--- config.mk ---
export PLATFORM = sky130hd
export DESIGN_NAME = cn_eval
export DESIGN_NICKNAME = d
export VERILOG_FILES = /design/src/rtl/cn_pkg.sv /design/src/rtl/cn_gate.sv /design/src/rtl/cn_ctrl.sv /design/src/rtl/cn_eval.sv
export SDC_FILE = /design/constraint.sdc
export NUM_CORES = 1
export LEC_CHECK = 0
export CORE_MARGIN = 2
export CORE_UTILIZATION = 46
export DETAILED_ROUTE_END_ITERATION = 12
export MAX_ROUTING_LAYER = met4
export PLACE_DENSITY = 0.7
export SYNTH_ARGS = -nofsm -noshare
export SYNTH_HDL_FRONTEND = slang
export SYNTH_SLANG_ARGS = --single-unit
--- constraint.sdc ---
create_clock -name clk -period 6.66 [get_ports clk]
set_clock_uncertainty 0.2 [all_clocks]
set_input_delay 0.999 -clock clk [delete_from_list [all_inputs] [get_ports clk]]
set_output_delay 0.999 -clock clk [all_outputs]
set_load 0.02 [all_outputs]
--- src/rtl/cn_pkg.sv ---
package cn_pkg;
  // a wire fact: known flag plus value
  typedef struct packed {
    logic known;
    logic val;
  } fact_t;

  localparam int N_GATES = 2;
endpackage

--- src/rtl/cn_gate.sv ---
module cn_gate
  import cn_pkg::*;
#(
  parameter int FANIN = 2
) (
  input  logic                         clk,
  input  logic                         rst,
  input  logic                         clear,
  input  logic                         step,
  input  fact_t                        ext_i,
  input  fact_t                        fb_i,
  output fact_t                        out_o,
  output logic [$clog2(FANIN+1)-1:0]   ev_o,
  output logic                         chg_o
);
  localparam int CW = $clog2(FANIN + 1);

  logic          seen_ext, seen_fb;
  logic [CW-1:0] pend_q;
  fact_t         w_q;
  logic          new_ext, new_fb, force0, force1, wr;

  always_comb begin
    new_ext = step && ext_i.known && !seen_ext;
    new_fb  = step && fb_i.known && !seen_fb;
    // controlling value on either input proves 0
    force0  = (ext_i.known && !ext_i.val) || (fb_i.known && fb_i.val);
    // both inputs known and non-controlling proves 1
    force1  = ext_i.known && fb_i.known && ext_i.val && !fb_i.val;
    wr      = step && !w_q.known && (force0 || force1);
    ev_o    = CW'(new_ext) + CW'(new_fb);
    chg_o   = new_ext || new_fb || wr;
    out_o   = w_q;
  end

  always_ff @(posedge clk) begin
    if (rst || clear) begin
      seen_ext <= 1'b0;
      seen_fb  <= 1'b0;
      pend_q   <= CW'(FANIN);
      w_q      <= '0;
    end else begin
      if (new_ext) seen_ext <= 1'b1;
      if (new_fb)  seen_fb  <= 1'b1;
      pend_q <= pend_q - CW'(new_ext) - CW'(new_fb);
      if (wr) begin
        w_q.known <= 1'b1;
        w_q.val   <= !force0;
      end
    end
  end

  // a proven wire keeps its value for the rest of the tick
  a_r8_write_once: assert property (@(posedge clk) disable iff (rst)
    (w_q.known && !clear) |=> (w_q.known && (w_q.val == $past(w_q.val))));

  // no consumption once the pending counter has reached zero
  a_r8_no_underflow: assert property (@(posedge clk) disable iff (rst)
    (pend_q == '0) |-> !(new_ext || new_fb));
endmodule

--- src/rtl/cn_ctrl.sv ---
module cn_ctrl #(
  parameter int TOTAL = 4,
  parameter int EW    = 3
) (
  input  logic          clk,
  input  logic          rst,
  input  logic          start,
  input  logic          chg,
  input  logic [EW-1:0] ev_sum,
  output logic          run,
  output logic          clear,
  output logic          done_q,
  output logic          noncon_q
);
  localparam int MAX_STEPS = 2 * TOTAL + 1;
  localparam int SW        = $clog2(MAX_STEPS + 2);

  logic          run_q;
  logic [EW-1:0] ev_q;
  logic [SW-1:0] steps_q;
  logic [EW-1:0] ev_next;

  always_comb begin
    run     = run_q;
    clear   = start && !run_q;
    ev_next = ev_q + ev_sum;
  end

  always_ff @(posedge clk) begin
    if (rst) begin
      run_q    <= 1'b0;
      done_q   <= 1'b0;
      noncon_q <= 1'b0;
      ev_q     <= '0;
      steps_q  <= '0;
    end else begin
      done_q <= 1'b0;
      if (clear) begin
        run_q    <= 1'b1;
        noncon_q <= 1'b0;
        ev_q     <= '0;
        steps_q  <= '0;
      end else if (run_q) begin
        ev_q    <= ev_next;
        steps_q <= steps_q + 1'b1;
        if (!chg) begin
          run_q    <= 1'b0;
          done_q   <= 1'b1;
          noncon_q <= (ev_next != EW'(TOTAL));
        end
      end
    end
  end

  // done lasts one cycle
  a_r6_done_pulse: assert property (@(posedge clk) disable iff (rst)
    done_q |=> !done_q);

  // nonconstructive rises only together with done
  a_r9_flag_with_done: assert property (@(posedge clk) disable iff (rst)
    $rose(noncon_q) |-> done_q);

  // the step count stays within the linear bound
  a_r10_step_bound: assert property (@(posedge clk) disable iff (rst)
    run_q |-> (steps_q <= SW'(MAX_STEPS)));
endmodule

--- src/rtl/cn_eval.sv ---
module cn_eval
  import cn_pkg::*;
#(
  parameter int FANIN = 2
) (
  input  logic clk,
  input  logic rst,
  input  logic start,
  input  logic src_a,
  input  logic src_b,
  output logic res_a,
  output logic res_b,
  output logic res_a_known,
  output logic res_b_known,
  output logic done,
  output logic nonconstructive
);
  localparam int TOTAL = N_GATES * FANIN;
  localparam int CW    = $clog2(FANIN + 1);
  localparam int EW    = $clog2(TOTAL + 1);

  logic                 run, clear, chg;
  logic                 src_known;
  logic [N_GATES-1:0]   src_q;
  fact_t                wire_f [N_GATES];
  logic [CW-1:0]        ev    [N_GATES];
  logic [N_GATES-1:0]   chg_v;
  logic [EW-1:0]        ev_sum;

  always_ff @(posedge clk) begin
    if (rst) begin
      src_known <= 1'b0;
      src_q     <= '0;
    end else if (clear) begin
      src_known <= 1'b1;
      src_q     <= {src_b, src_a};
    end
  end

  for (genvar g = 0; g < N_GATES; g++) begin : g_gate
    fact_t ext_f;
    assign ext_f = '{known: src_known, val: src_q[g]};
    cn_gate #(.FANIN(FANIN)) u_gate (
      .clk  (clk),
      .rst  (rst),
      .clear(clear),
      .step (run),
      .ext_i(ext_f),
      .fb_i (wire_f[N_GATES-1-g]),
      .out_o(wire_f[g]),
      .ev_o (ev[g]),
      .chg_o(chg_v[g])
    );
  end

  always_comb begin
    ev_sum = '0;
    for (int k = 0; k < N_GATES; k++) ev_sum = ev_sum + EW'(ev[k]);
    chg = |chg_v;
  end

  cn_ctrl #(.TOTAL(TOTAL), .EW(EW)) u_ctrl (
    .clk     (clk),
    .rst     (rst),
    .start   (start),
    .chg     (chg),
    .ev_sum  (ev_sum),
    .run     (run),
    .clear   (clear),
    .done_q  (done),
    .noncon_q(nonconstructive)
  );

  assign res_a       = wire_f[0].val;
  assign res_b       = wire_f[1].val;
  assign res_a_known = wire_f[0].known;
  assign res_b_known = wire_f[1].known;

  // a constructive finish has every wire proven
  a_r9_constructive_full: assert property (@(posedge clk) disable iff (rst)
    (done && !nonconstructive) |-> (res_a_known && res_b_known));

  // a nonconstructive finish leaves a wire unproven
  a_r9_noncon_partial: assert property (@(posedge clk) disable iff (rst)
    (done && nonconstructive) |-> !(res_a_known && res_b_known));

  // the two wires can never both be proven 1
  a_r5_not_both_high: assert property (@(posedge clk) disable iff (rst)
    !(res_a_known && res_b_known && res_a && res_b));
endmodule

==> run metrics, run 1 <==
HP Class=flop to flop; DIE AREA=2100 um^2; clock sink total=17; Post CTS Setup Buffer Count=0; drt wl/cell=about 12 um; critical path, cell by cell=nand3b_1 -> fa_1 -> inv_1 -> fa_1 -> inv_1 -> fa_1 -> xnor2_1 -> nand3b_1 -> nor4_1 -> a211oi_2; dpl ws=~3.7 ns; r2r setup slk=around 3.7 ns; Initial Util=0.476; maximum buffer depth of the clock tree=2; Post-Synthesis Cells=91; crit-path leading delay family=adder cells; slowest CP cell=dfxtp_1; WP buf/inv=2; PortBufs=10; Clock Latency Late Sink=0.29 ns; top cell type's share of synthesized area=0.424; Critical Path AT=2.94 ns; Netlist Area Pre-Place=803 um^2; top post-synthesis cells by area=dfxtp_1 42%, nor2_1 10%, fa_1 7.5%, a21oi_1 5.0%, mux2i_1 3.7%; fin crit share=0.446; first-pass GRT wire length=2.23 mm; layout cells sized above 1=0.0990; final setup fails=0; drt drc=0; Synth cell types=26; antenna violations before repair=0; Post-synth EDFFs=0; post-route ant nets=0; dominant cell type by area after synthesis=dfxtp_1; area delta synth->final=15.4%; CTS Hold Bufs=0; Worst R2R Path Depth=10; Final Hold Viols=0; # fillers=~170; TritonCTS clock tree=built; Post-synth ARST share=0; WHS Path Cells=2; most frequent cell after synthesis=nor2_1; status=finished clean; register area=~340 um^2; GRT overflow=0; clk slew on worst S/H paths=around 0.11 ns; cell mode on critical path=fa_1; I/O pins=11; routability cong.=roughly 0.73; Crit Path Max Fanout=17; GR Util All Layers=0.160; area of the multi-input gates=around 410 um^2; syn nets=100; sequential area share after synthesis=0.424; Core Area=between 1500 and 2000 um^2; TritonCTS Buffers=3; Max Cap Viol=0; 1st-iter DRT viols=12; total number of vias=about 600; Final TNS setup=0 ns; PwrDens=around 210 nW/um^2; CTS Root Cell=clkbuf_4; Mean Syn Cell Area=8.83 um^2; RSZ-0062 raised after global routing=false; Vias/cell=~5; Final nets=111; H-tree lvl count=1; crit path kind=flop to flop; Pins Over Slew Limit=0; Startpoint Class=flop; minimum clock period after layout=roughly 3.0 ns; count of cells resized by post-cts repair=0; worst relative slew slack=0.634; Pre-Repair DR Iteration Count=4; critical path required time=between 6 and 7 ns; WL final=between 1 and 1.5 mm; post-route setup slack=approximately 3.7 ns; Synth Register Bits=17; Die H=around 46 um; P_leak=roughly 0.00031 uW; Critical Path Stages=10; largest net degree at the start of global routing=18; Worst-Margin Slew=roughly 0.55 ns; most frequent cells after synthesis=22 x nor2_1, 17 x dfxtp_1, 8 x a21oi_1, 5 x inv_1, 4 x nand3b_1; worst vdd ir=0.108 mV; CP Capture Type=flop; row count=15; Die Wd=45.8 um; hpwl dp=roughly 1.0 mm; max frequency=337 MHz; CP peak stage delay=0.68 ns; final antenna diode count=0; vias in the first global route=around 500; Top FF cell, synth=dfxtp_1; synth warn=0
-- layer usage --
| metal | vias to the layer above | share of wire | global-route usage |
|---|---|---|---|
| li1 | 317 | - | - |
| met1 | 279 | 0.50 | 0.217 |
| met2 | 7 | 0.46 | 0.211 |
| met3 | 2 | 0.023 | 0.0357 |
| met4 | 0 | 0.015 | 0.103 |
| met5 | - | 0 | - |
-- cell usage in the layout (no fill, tap or decap), drive strengths merged --
| master | n |
|---|---|
| dfxtp | 17 |
| a21oi | 10 |
| or3 | 1 |
| nor4 | 1 |
| nor2b | 2 |
| or2 | 1 |
| o21ai | 2 |
| nand2b | 3 |
| a211oi | 2 |
| clkinv | 2 |
| inv | 6 |
| clkbuf | 3 |
| nor3 | 2 |
| nand3b | 4 |
| nor2 | 22 |
| o2111ai | 1 |
| nand2 | 3 |
| clkdlybuf4s50 | 10 |
| ha | 1 |
| mux2i | 3 |
| xnor2 | 2 |
| fa | 3 |
-- state kept, by name, indices dropped and copies added, names as in the netlist --
name and count:
u_ctrl.noncon_q 1, g_gate.u_gate.out_o 4, src_known 1, u_ctrl.ev_q 3, u_ctrl.done_q 1, g_gate.u_gate.seen_fb 2, src_q 2, g_gate.u_gate.seen_ext 2
u_ctrl.run 1
-- worst reg2reg max path, delay by kind of cell (launching register included) --
kind | cells | cell delay, ns
flops | 1 | 0.68
simple gates | 3 | 0.54
xor+xnor | 1 | 0.12
fa+ha+maj | 3 | 1.12
buf+inv | 2 | 0.12
compound gates | 1 | 0.06
-- power by group --
group          leakage, uW  total [uW]  switching, uW  internal, uW
Sequential        0.000138         112           6.42           106
Combinational     0.000157        28.5           14.7          13.8
Clock            0.0000177        55.7           33.3          22.3
-- stage by stage --
step | util | cell area, um^2 | std cells | total power (uW) | hold WS (ns)
final | 0.549 | 927 | 118 | 197 | 0.266
after global routing | 0.549 | 927 | 118 | 209 | 0.305
after CTS | 0.549 | 927 | 118 | 199 | 0.272
after detailed placement | 0.533 | 900 | 114 | 144 | 0.249
after global placement | 0.533 | 900 | 114 | 143 | 0.240
after floorplan | - | 803 | 91 | 135 | 0.228
-- worst paths after layout --
kind,end,from
worst min-delay path,g_gate[0].u_gate.seen_ext$_SDFFE_PP0P_,g_gate[0].u_gate.seen_ext$_SDFFE_PP0P_
worst min register to register,g_gate[0].u_gate.seen_ext$_SDFFE_PP0P_,g_gate[0].u_gate.seen_ext$_SDFFE_PP0P_
worst max-delay path,u_ctrl.noncon_q$_SDFFE_PP0P_,u_ctrl.run$_SDFF_PP0_
worst max register to register,u_ctrl.noncon_q$_SDFFE_PP0P_,u_ctrl.run$_SDFF_PP0_
-- cells by family after synthesis --
group	after synthesis	share of synthesized area
AO/OA/AOI/OAI	15	0.128
XOR/XNOR	2	0.0218
adder cells (fa/ha/maj)	4	0.0903
buffers and inverters	11	0.0639
flip-flops	17	0.424
multiplexers	3	0.0374
AND/OR/NAND/NOR	39	0.235
-- final cells by class --
type,instances,area share
timing repair buffer,10,0.108
sequential,17,0.367
inverter,7,0.0283
clock buffer,3,0.0243
multi-input combinational,63,0.444
clock inverter,1,0.00540
tap,17,0.0229
Power figures use the tool's default switching activity.
==> run 2: changes to the inputs <==
==> constraint.sdc (replaced) <==
create_clock -name clk -period 2.91 [get_ports clk]
set_clock_uncertainty 0.2 [all_clocks]
set_input_delay 0.4365 -clock clk [delete_from_list [all_inputs] [get_ports clk]]
set_output_delay 0.4365 -clock clk [all_outputs]
set_load 0.02 [all_outputs]
==> run metrics, run 2 (synthesis gave the netlist of run 1 again) <==
Internal Pwr Total=333 uW (was 142 uW); vias in the first global route=549 (was 501); r2r endpoint=u_ctrl.noncon_q$_SDFFE_PP0P_ (unchanged); post-route cell area=948 um^2 (was 927 um^2); drt drc=0 (unchanged); Comb power frac=0.170 (was 0.145); CTS Hold Bufs=0 (unchanged); final setup fails=0 (unchanged); r2r setup slk=0.20 ns (was 3.69 ns); area delta synth->final=18.1% (was 15.4%); Finished Layout Cells=121 (was 118); clk slew on worst S/H paths=0.10 ns (was 0.11 ns); Pre-Repair DR Iteration Count=4 (unchanged); Die H=45.8 um (unchanged); Final nets=114 (was 111); I/O pins=11 (unchanged); P_leak=0.000326 uW (was 0.000314 uW); RSZ-0062 raised after global routing=false (unchanged); hpwl dp=1.08 mm (was 1.00 mm); Final Hold Viols=0 (unchanged); RR Startpoint=u_ctrl.run$_SDFF_PP0_ (unchanged); commonest non-fill, non-tap cells in the layout=22 x nor2_1, 17 x dfxtp_1, 10 x clkdlybuf4s50_1 (unchanged); Core Area=1690 um^2 (unchanged); worst vdd ir=0.247 mV (was 0.108 mV); most common cell after layout, fill and taps aside=nor2_1 (unchanged); WHS Path Cells=2 (unchanged); Post CTS Setup Buffer Count=0 (unchanged); post-route ant nets=0 (unchanged); sw frac=0.270 (was 0.277); worst relative slew slack=0.693 (was 0.634); antenna violations before repair=0 (unchanged); maximum buffer depth of the clock tree=2 (unchanged); status=finished clean (unchanged); WL final=1.42 mm (was 1.39 mm); HP Class=flop to flop (unchanged); Min-Delay Endpoint=g_gate[0].u_gate.seen_fb$_SDFFE_PP0N_ (was g_gate[0].u_gate.seen_ext$_SDFFE_PP0P_); Initial Util=0.476 (unchanged); # fillers=164 (was 167); DIE AREA=2100 um^2 (unchanged); sequential power share=0.553 (was 0.572); Clock Latency Late Sink=0.29 ns (about the same); routability cong.=0.782 (was 0.730); GRT overflow=0 (unchanged); DP Area=922 um^2 (was 900 um^2); Tot Pwr=456 uW (was 197 uW); Vias/cell=5.01 (was 5.13); Max Cap Viol=0 (unchanged); minimum clock period after layout=2.71 ns (was 2.97 ns); CP Capture Type=flop (unchanged); Worst R2R Path Depth=10 (unchanged); P_sw=123 uW (was 54.4 uW); drt wl/cell=11.8 um (about the same); TritonCTS clock tree=built (unchanged); HP Start=g_gate[0].u_gate.seen_fb$_SDFFE_PP0N_ (was g_gate[0].u_gate.seen_ext$_SDFFE_PP0P_); Startpoint Class=flop (unchanged); fin crit share=0.933 (was 0.446); Worst-Margin Slew=0.461 ns (was 0.548 ns); H-tree lvl count=1 (unchanged); final antenna diode count=0 (unchanged); Pins Over Slew Limit=0 (unchanged); Crit Path Max Fanout=7 (was 17); clock sink total=17 (unchanged); 1st-iter DRT viols=8 (was 12); Inst Count DP=117 (was 114); layout cells sized above 1=0.115 (was 0.0990); PortBufs=10 (unchanged); clock share of power=0.278 (was 0.283); max reg flops=4 (unchanged); count of cells resized by post-cts repair=0 (unchanged); PwrDens=481 nW/um^2 (was 212 nW/um^2); max frequency=369 MHz (was 337 MHz); Critical Path AT=2.68 ns (was 2.94 ns); Final TNS setup=0 ns (unchanged); largest net degree at the start of global routing=13 (was 18); first-pass GRT wire length=2.28 mm (was 2.23 mm); GR Util All Layers=0.162 (was 0.160); Die Wd=45.8 um (unchanged); TritonCTS Buffers=3 (unchanged); crit path kind=flop to flop (unchanged); Core Util, Final=0.561 (was 0.549); critical path required time=2.88 ns (was 6.63 ns); total number of vias=606 (was 605); row count=15 (unchanged); CTS Root Cell=clkbuf_4 (unchanged)
[run 2: final cells by class]
| cell class | instances | area, um^2 | share of cell area |
|---|---|---|---|
| clock buffers | 4 | 26.3 | 0.0277 |
| repair buffers | 13 | 123 | 0.129 |
| flip-flops and latches | 17 | 340 | 0.359 |
| well taps | 17 | 21.3 | 0.0224 |
| multi-input cells | 63 | 412 | 0.434 |
| inverters | 7 | 26.3 | 0.0277 |
[run 2: worst max-delay path by stage]
stage	endpoint	from	slack (ns)
floorplan	u_ctrl.noncon_q$_SDFFE_PP0P_	u_ctrl.run$_SDFF_PP0_	0.06
global placement	u_ctrl.noncon_q$_SDFFE_PP0P_	u_ctrl.run$_SDFF_PP0_	0.24
detailed placement	u_ctrl.noncon_q$_SDFFE_PP0P_	u_ctrl.run$_SDFF_PP0_	0.19
CTS	u_ctrl.noncon_q$_SDFFE_PP0P_	u_ctrl.run$_SDFF_PP0_	0.18
global route	u_ctrl.noncon_q$_SDFFE_PP0P_	u_ctrl.run$_SDFF_PP0_	0.01
finish	u_ctrl.noncon_q$_SDFFE_PP0P_	u_ctrl.run$_SDFF_PP0_	0.20
[run 2: critical path, cell delays in order (launching register included)]
cell,delay [ns]
dfxtp_1,0.47
nand3b_1,0.17
fa_1,0.56
inv_1,0.05
fa_1,0.36
inv_1,0.08
fa_1,0.20
xnor2_1,0.12
nand3b_1,0.09
nor4_1,0.23
a211oi_2,0.05
[run 2: metrics by stage]
| stage | hold slack [ns] | worst slack, ns |
|---|---|---|
| after floorplan | 0.228 | 0.0565 |
| after global placement | 0.240 | 0.238 |
| after detailed placement | 0.249 | 0.187 |
| after CTS | 0.273 | 0.177 |
| after global routing | 0.294 | 0.0106 |
| final | 0.264 | 0.196 |
[run 2: power groups by stage]
stage               Combinational (uW)  Clock (uW)  Sequential (uW)
detailed placement                78.1           0              257
CTS                               78.2         132              252
global placement                  77.0           0              257
floorplan                         52.9           0              257
global route                      86.4         143              253
finish                            77.3         127              252
[run 2: metal layers]
metal  track usage  wire length [um]
met5             -                 0
met4        0.0914                25
met3        0.0397                25
met2         0.234               625
met1         0.207               747
==> run 3: changes to the inputs <==
--- a/config.mk
+++ b/config.mk
@@ -13,3 +13,4 @@
 export SYNTH_ARGS = -nofsm -noshare
 export SYNTH_HDL_FRONTEND = slang
 export SYNTH_SLANG_ARGS = --single-unit
+export TNS_END_PERCENT = 20
==> results of run 3 <==
Same layout as run 2: the final DEF is identical, and so are final timing and power.
